## src/rtl/eag_pkg.sv

```systemverilog
package eag_pkg;
  localparam int ADDR_W  = 32;
  localparam int SCALE_W = 2;

  typedef enum logic [1:0] {
    DSZ_NONE = 2'd0,
    DSZ_B8   = 2'd1,
    DSZ_B16  = 2'd2,
    DSZ_FULL = 2'd3
  } disp_sz_e;
endpackage

```

## src/rtl/eag_disp_ext.sv

```systemverilog
module eag_disp_ext #(
  parameter int AW = eag_pkg::ADDR_W
) (
  input  logic [1:0]    disp_sz,
  input  logic [AW-1:0] disp_val,
  output logic [AW-1:0] disp_term
);
  import eag_pkg::*;

  function automatic logic [AW-1:0] sext8(input logic [AW-1:0] v);
    return {{(AW-8){v[7]}}, v[7:0]};
  endfunction

  function automatic logic [AW-1:0] sext16(input logic [AW-1:0] v);
    return {{(AW-16){v[15]}}, v[15:0]};
  endfunction

  always_comb begin
    unique case (disp_sz_e'(disp_sz))
      DSZ_B8:   disp_term = sext8(disp_val);
      DSZ_B16:  disp_term = sext16(disp_val);
      DSZ_FULL: disp_term = disp_val;
      default:  disp_term = '0;
    endcase
  end
endmodule

```

## src/rtl/eag_idx_scale.sv

```systemverilog
module eag_idx_scale #(
  parameter int AW  = eag_pkg::ADDR_W,
  parameter int SCW = eag_pkg::SCALE_W
) (
  input  logic           idx_vld,
  input  logic [AW-1:0]  idx_val,
  input  logic [SCW-1:0] scale_code,
  output logic [AW-1:0]  idx_term
);
  localparam int NSC = 1 << SCW;

  logic [AW-1:0] shifted [NSC];

  genvar g;
  generate
    for (g = 0; g < NSC; g++) begin : g_shift
      assign shifted[g] = idx_val << g;
    end
  endgenerate

  assign idx_term = idx_vld ? shifted[scale_code] : '0;
endmodule

```

## src/rtl/eag_sum3.sv

```systemverilog
module eag_sum3 #(
  parameter int AW = eag_pkg::ADDR_W
) (
  input  logic [AW-1:0] a,
  input  logic [AW-1:0] b,
  input  logic [AW-1:0] c,
  output logic [AW-1:0] sum
);
  function automatic logic [AW-1:0] wrap_add3(input logic [AW-1:0] x,
                                              input logic [AW-1:0] y,
                                              input logic [AW-1:0] z);
    logic [AW-1:0] t;
    t = x + y;
    return t + z;
  endfunction

  assign sum = wrap_add3(a, b, c);
endmodule

```

## src/rtl/eff_addr_gen.sv

```systemverilog
module eff_addr_gen #(
  parameter int AW  = eag_pkg::ADDR_W,
  parameter int SCW = eag_pkg::SCALE_W
) (
  input  logic           clk,
  input  logic           rst_n,
  input  logic           in_valid,
  input  logic           base_vld,
  input  logic [AW-1:0]  base_val,
  input  logic           idx_vld,
  input  logic [AW-1:0]  idx_val,
  input  logic [SCW-1:0] scale_code,
  input  logic [1:0]     disp_sz,
  input  logic [AW-1:0]  disp_val,
  output logic           out_valid,
  output logic [AW-1:0]  out_addr
);
  logic [AW-1:0] base_term;
  logic [AW-1:0] idx_term;
  logic [AW-1:0] disp_term;
  logic [AW-1:0] sum_next;

  assign base_term = base_vld ? base_val : '0;

  eag_idx_scale #(.AW(AW), .SCW(SCW)) u_scale (
    .idx_vld   (idx_vld),
    .idx_val   (idx_val),
    .scale_code(scale_code),
    .idx_term  (idx_term)
  );

  eag_disp_ext #(.AW(AW)) u_disp (
    .disp_sz  (disp_sz),
    .disp_val (disp_val),
    .disp_term(disp_term)
  );

  eag_sum3 #(.AW(AW)) u_sum (
    .a  (base_term),
    .b  (idx_term),
    .c  (disp_term),
    .sum(sum_next)
  );

  always_ff @(posedge clk or negedge rst_n) begin
    if (!rst_n) begin
      out_valid <= 1'b0;
      out_addr  <= '0;
    end else begin
      out_valid <= in_valid;
      if (in_valid) out_addr <= sum_next;
    end
  end
endmodule

```

## config.mk

```make
export PLATFORM = sky130hd
export DESIGN_NAME = eff_addr_gen
export DESIGN_NICKNAME = d
export VERILOG_FILES = /design/src/rtl/eag_pkg.sv /design/src/rtl/eag_disp_ext.sv /design/src/rtl/eag_idx_scale.sv /design/src/rtl/eag_sum3.sv /design/src/rtl/eff_addr_gen.sv
export SDC_FILE = /design/constraint.sdc
export NUM_CORES = 1
export LEC_CHECK = 0
export BUFFER_PORTS_ARGS = -buffer_cell sky130_fd_sc_hd__buf_4
export CAP_MARGIN = 20
export CORE_ASPECT_RATIO = 1.75
export CORE_UTILIZATION = 45
export DETAILED_ROUTE_END_ITERATION = 10
export PLACE_DENSITY = 0.74
export SKIP_LAST_GASP = 1
export SYNTH_ARGS = -nofsm -noshare
export SYNTH_HDL_FRONTEND = slang
export SYNTH_HIERARCHICAL = 1
export SYNTH_SLANG_ARGS = --single-unit
export TNS_END_PERCENT = 20
```

## constraint.sdc

```tcl
create_clock -name clk -period 0.95 [get_ports clk]
set_clock_uncertainty 0.05 [all_clocks]
set_input_delay 0.19 -clock clk [delete_from_list [all_inputs] [get_ports clk]]
set_output_delay 0.19 -clock clk [all_outputs]
set_load 0.02 [all_outputs]
```

==> results.ini, run 1 <==
[final_layout]
seq_area_um2 = 826
fin_area_um2 = 7870
fillers = 767
antenna_cells = 0
post-route-util_pct = 73.6
layout.nets = 956
multi_input_area_um2 = 4320
drive_gt1_share_pct = 51.4
area_delta_synth_final_pct = 58.5

[global_routing]
grt-ovfl-total = 0
grt_max_degree = 34
grt_antenna_before_repair = 0
grtUsageTotal_pct = 33.3
grt_pass1_vias = 5907
grt_pass1_wl_um = 28600

[floorplan]
initial_core_util_pct = 46.4
dieArea_um2 = 11500
die_y_um = 141
pin_count = 138
core_um2 = 10700
dieWidth_um = 81.4
core.rowCount = 50

[routing]
firstDrtPassIters = 4
avgRoutedWirePerCell_um = 19.9
drcViolationCount = 0
vias = 5313
ant_nets = 0
routed_via_density = 5.78
drt_wl_total_um = 18300
drt_iter0_markers = 199

[timing]
layout_setup_ws_ps = -2790
worst_pin_slew_ps = 467
drv_slew = 0
final-setup-viol-count = 65
period_minus_slack_ps = 3740
fmax_mhz = 268
finalHoldViolCount = 0
post-route-period-util_pct = 393
rsz0062_at_grt = true
slew_headroom_pct = 68.5

[cts]
cts-root-buf = clkbuf_16
cts_tree = done
cts_made_buffers = 5
clk_latency_ps = 290
cts.path.max_buffers = 2
cts_sinks = 33
path_clk_slew_ps = 60
htree_levels = 2

[worst_setup_path]
path_max_fanout = 8
path_cells = buf_12 > buf_12 > mux2i_4 > o22ai_2 > fa_1 > ha_1 > and3_4 > a221oi_4 > a211oi_2 > o21a_1 > o311a_4 > or4b_1 > o311a_1 > mux2_2
cp_slowest_cell = or4b_1
cpPeakStageDelay_ps = 510
r2r-start = out_addr[24]
reg2reg_depth = 1
critPathRequiredTime_ps = 1070
path_buf_inv = 2
r2r_slack_ps = 120
crit_type = in -> reg
critPathMostFrequentCell = buf_12
crit_family = compound AO/OA/AOI/OAI gates
r2r_end = out_addr[24]
cp.arrival_ps = 3860
crit_cells = 14
cp-end-kind = flop
start_kind = input pin

[yosys]
synth_top_area_share_pct = 16.6
synth_cell_type_count = 60
synth.cell_area_um2 = 4970
synth_seq_area_share_pct = 16.6
ys_async_sr_fraction_pct = 100
syn_avg_cell_area_um2 = 9.61
synth_cells = 517
synth_nets = 684
yosys-top-cells-area = dfrtp_1 17%, fa_1 13%, mux2i_1 9.7%
yosysTopAreaCell = dfrtp_1
synth-edff-count = 0
ys_ff_latch = 33
synth_ff_type = dfrtp_1
ys.warnings.count = 6

[power]
ir_drop_mv = 1.41
powerDensity_nw_per_um2 = 1770
leakagePower_nw = 3.86

[placed_design]
portBuffers = 137
place_hpwl_um = 14500
dpl-instance-area_um2 = 7010
gp_congestion = 1.02

[flow_run]
maxCapViolations = 0

[hold_path]
min_to = out_valid
worstHoldPathCells = 2
min_from = in_valid
hold_class = in -> reg

[status]
status = finished with violations
violations = negative setup slack

worst max-delay path by stage:
stage                             start            to  slack [ps]
final                     scale_code[0]  out_addr[31]       -2790
after global routing            idx_vld  out_addr[31]       -2860
after CTS                 scale_code[1]  out_addr[31]       -2680
after detailed placement  scale_code[1]  out_addr[31]       -3160
after global placement    scale_code[1]  out_addr[31]       -3050
after floorplan           scale_code[0]  out_addr[31]       -2950
metrics by stage:
| step | std cells | hold slack, ps | power (mW) | setup TNS [ps] | setup WS (ps) |
|---|---|---|---|---|---|
| after global routing | 920 | 201 | 14.7 | -74250 | -2860 |
| after floorplan | 517 | -156 | 7.24 | -66430 | -2950 |
| after CTS | 914 | 200 | 13.6 | -68790 | -2680 |
| final | 920 | 197 | 13.9 | -70990 | -2790 |
| after global placement | 894 | 125 | 10.8 | -78390 | -3050 |
| after detailed placement | 894 | 136 | 11.0 | -80280 | -3160 |
registers in the layout, indices dropped and copies added (netlist names):
| signal | count |
|---|---|
| out_addr | 32 |
| out_valid | 1 |
power breakdown:
group	leakage (nW)	internal, mW	total (mW)	switching, mW
clock network	0.0841	1.31	1.99	0.679
registers	0.390	2.06	2.44	0.380
logic	3.39	5.00	9.49	4.49
total	3.86	8.37	13.9	5.55
metal layers:
metal / GRT usage [%] / part of all wire (%) / wire length, µm / up-vias
met1: 33.3 / 35 / 6330 / 2605
met3: 5.37 / 4.6 / 845 / 78
met4: 21.9 / 6.9 / 1260 / 0
met5: 0 / 0 / 0 / -
met2: 60.6 / 54 / 9890 / 209
li1: - / - / - / 2421
cell usage in the layout, fill, tap and decap left out, types with 12 or more instances in the layout:
master	netlist	routed
inv_1	12	12
a21oi_1	29	19
mux2_4	30	30
mux2i_1	48	37
nand2_1	40	38
nor2_1	16	15
o21ai_0	22	15
fa_1	32	31
o22ai_1	29	21
o21ai_1	12	17
and2_1	34	33
xnor2_1	20	20
buf_4	2	276
ha_1	30	18
dfrtp_1	33	33
logic make-up after synthesis:
family                     synth area share (%)
and+or+nand+nor                            14.8
AOI/OAI and AO/OA                          17.2
muxes                                      19.2
adders and majority gates                  20.5
buffers and inverters                      6.60
DFF                                        16.6
xor gates and xnor gates                   5.11
layout make-up:
type	count	share of cell area [%]
Sequential cell	33	10.5
Tap cell	130	2.07
Clock buffer	7	1.81
Multi-Input combinational cell	441	54.8
Clock inverter	1	0.381
Inverter	13	0.620
Timing Repair Buffer	295	29.8
cell usage after synthesis (all sizes together) (3+ instances only):
master   n
a211oi   4
a21o    11
a21oi   29
a31oi    4
and2    34
and3     3
buf     21
clkbuf   9
dfrtp   33
fa      32
ha      30
inv     13
mux2    32
mux2i   48
nand2   40
nand2b   3
nand3    5
nand3b   3
nand4    5
nor2    17
nor2b   11
nor3     7
o21a     3
o21ai   34
o21bai   3
o22ai   29
xnor2   20
xor2     9
timing repair:
item	CTS	global route
hold buffers	1	0
endpoints found under the hold margin	33	0
setup endpoints to repair	65	65
gates cloned	0	0
setup buffers	12	8
gates resized for setup	82	23
pin swaps	16	16
Note: power is estimated with default switching activity, not from simulation.
==> run 2, diff against run 1 <==
--- a/config.mk
+++ b/config.mk
@@ -14,6 +14,5 @@
 export SKIP_LAST_GASP = 1
 export SYNTH_ARGS = -nofsm -noshare
 export SYNTH_HDL_FRONTEND = slang
-export SYNTH_HIERARCHICAL = 1
 export SYNTH_SLANG_ARGS = --single-unit
 export TNS_END_PERCENT = 20
==> results.ini, run 2 <==
[floorplan]
pin_count = 138
core_um2 = 10800
dieWidth_um = 81.9
core.rowCount = 50
dieArea_um2 = 11600
die_y_um = 142
initial_core_util_pct = 46.7

[yosys]
synth_cells = 573
syn_avg_cell_area_um2 = 8.77
ys.warnings.count = 0
ys_ff_latch = 33
synth_nets = 740
synth.cell_area_um2 = 5030
synth_seq_area_share_pct = 16.4
yosysMostFrequentCell = nand2_1
netlist_top_cells_count = 85 x nand2_1, 64 x inv_1, 55 x a21oi_1
yosysTopAreaCell = dfrtp_1
ys_async_sr_fraction_pct = 100
synth-edff-count = 0
yosys-top-cells-area = dfrtp_1 16%, fa_1 13%, mux4_2 12%
synth_cell_type_count = 72
synth_ff_type = dfrtp_1
synth_top_area_share_pct = 16.4

[final_layout]
drive_gt1_share_pct = 52.6
largest_register = out_addr
fin_area_um2 = 8140
layout.nets = 999
largest_register_ffs = 32
reg_top3 = out_addr: 32 flops, out_valid: 1 flops
antenna_cells = 0
layout_commonest_cell = buf_4
final_cell_mix = 262 x buf_4, 69 x nand2_1, 55 x inv_1
area_delta_synth_final_pct = 62.0
post-route-util_pct = 75.7

[worst_setup_path]
cp.arrival_ps = 3300
path_max_fanout = 5
critPathRequiredTime_ps = 1070
cp-end-kind = flop
crit_type = in -> reg
start_kind = input pin

[routing]
routed_via_density = 5.69
drt_iter0_markers = 241
ant_nets = 0
vias = 5479
drcViolationCount = 0
drt_wl_total_um = 17200
firstDrtPassIters = 5
avgRoutedWirePerCell_um = 17.9

[cts]
cts-root-buf = clkbuf_16
path_clk_slew_ps = 50
cts_made_buffers = 5
cts.path.max_buffers = 2
htree_levels = 2
cts_sinks = 33
clk_latency_ps = 290
cts_tree = done

[timing]
slew_headroom_pct = 69.1
layout_setup_ws_ps = -2230
period_minus_slack_ps = 3180
tns_ps = -62460
fmax_mhz = 314
rsz0062_at_grt = true
finalHoldViolCount = 0
worst_pin_slew_ps = 458
final-setup-viol-count = 65
drv_slew = 0
post-route-period-util_pct = 335

[power]
ir_drop_mv = 1.70
powerDensity_nw_per_um2 = 1620
clock_power_share_pct = 14.7
power.switching_mw = 5.34
leakagePower_nw = 3.86
pwr-share-comb_pct = 68.2
internal_power_mw = 7.84
power_mw = 13.2
seq_power_share_pct = 17.1
sw_frac_of_total_pct = 40.5

[status]
violations = negative setup slack
status = finished with violations

[global_routing]
grt_pass1_vias = 5604
grt_max_degree = 34
grt_antenna_before_repair = 0
grt_pass1_wl_um = 26000
grt-ovfl-total = 0
grtUsageTotal_pct = 29.1

[placed_design]
portBuffers = 137
gp_congestion = 0.886
place_ws_ps = -2690
place_hpwl_um = 13300
dpl-instance-area_um2 = 7130

[hold_path]
hold_class = in -> reg

[flow_run]
maxCapViolations = 0

run 2: cell types whose count changed after synthesis, moves of 7 or more:
cell and delta:
a21oi_1 +26, and2_1 -21, buf_12 -7, clkbuf_1 +13, inv_1 +52, mux2_2 +16
mux2_4 -30, mux2i_1 -45, mux4_2 +27, nand2_1 +45, nor2_1 +8, o21ai_1 -7
o22ai_1 -27
run 2: repair_timing:
| item | in CTS | in global routing |
|---|---|---|
| pin swaps | 38 | 48 |
| gates resized for setup | 65 | 75 |
| endpoints found under the setup margin | 65 | 65 |
| buffers inserted | 8 | 7 |
| hold buffers | 1 | 0 |
| cloned | 1 | 0 |
| endpoints found under the hold margin | 33 | 0 |
run 2: layout make-up:
type	instances	area [µm²]
tap	130	163
timing repair buffer	283	2280
inverter	65	246
clock inverter	1	30.0
multi-input combinational	444	4450
sequential	33	826
clock buffer	7	143
fill	769	2620
run 2: cells by family after synthesis:
logic type / Yosys count / synth area share (%)
multiplexers: 48 / 16.7
buffers and inverters: 96 / 7.29
XOR/XNOR: 19 / 3.58
AO/OA/AOI/OAI: 147 / 19.7
flip-flops: 33 / 16.4
AND/OR/NAND/NOR: 168 / 16.0
adder cells (fa/ha/maj): 62 / 20.2
run 2: worst max-delay path, stage by stage:
cell and delay [ps]:
buf_12 100, mux4_2 490, and2_4 160, fa_1 510, ha_4 320, nand2_2 60, or3_4 360, o21a_4 250
o21bai_4 220, a311oi_4 140, o2111a_1 250, a221o_1 250
run 2: per-layer routing:
layer	global-route usage (%)	wire length, µm
met5	0	0
met4	15.0	765
met1	32.2	6210
met2	52.8	9540
met3	3.15	718
run 2: per-stage QoR:
step / hold WS, ps / instances
after floorplan: -156 / 573
after global placement: 104 / 938
after detailed placement: 116 / 938
after CTS: 235 / 956
after global routing: 260 / 963
final: 241 / 963
run 2: power groups by stage:
stage | clock [mW] | sequential (mW) | combinational [mW]
2_1_floorplan | 0 | 2.95 | 3.50
3_3_place_gp | 0 | 2.26 | 7.41
3_5_place_dp | 0 | 2.29 | 7.58
4_1_cts | 1.96 | 2.27 | 8.25
5_1_grt | 2.01 | 2.34 | 9.63
6_report | 1.94 | 2.26 | 8.99
run 2: path summary, 6_finish.rpt:
check                           cells past startpoint  slack (ps)          start           end
worst max register to register                      3         -60   out_addr[29]  out_addr[29]
worst min-delay path                                3         240       in_valid  out_addr[22]
min in group asynchronous                           2         350          rst_n   out_addr[7]
worst min register to register                      1         450    out_addr[4]   out_addr[4]
max in group asynchronous                           2         180          rst_n  out_addr[25]
worst max-delay path                               12       -2230  scale_code[0]  out_addr[23]
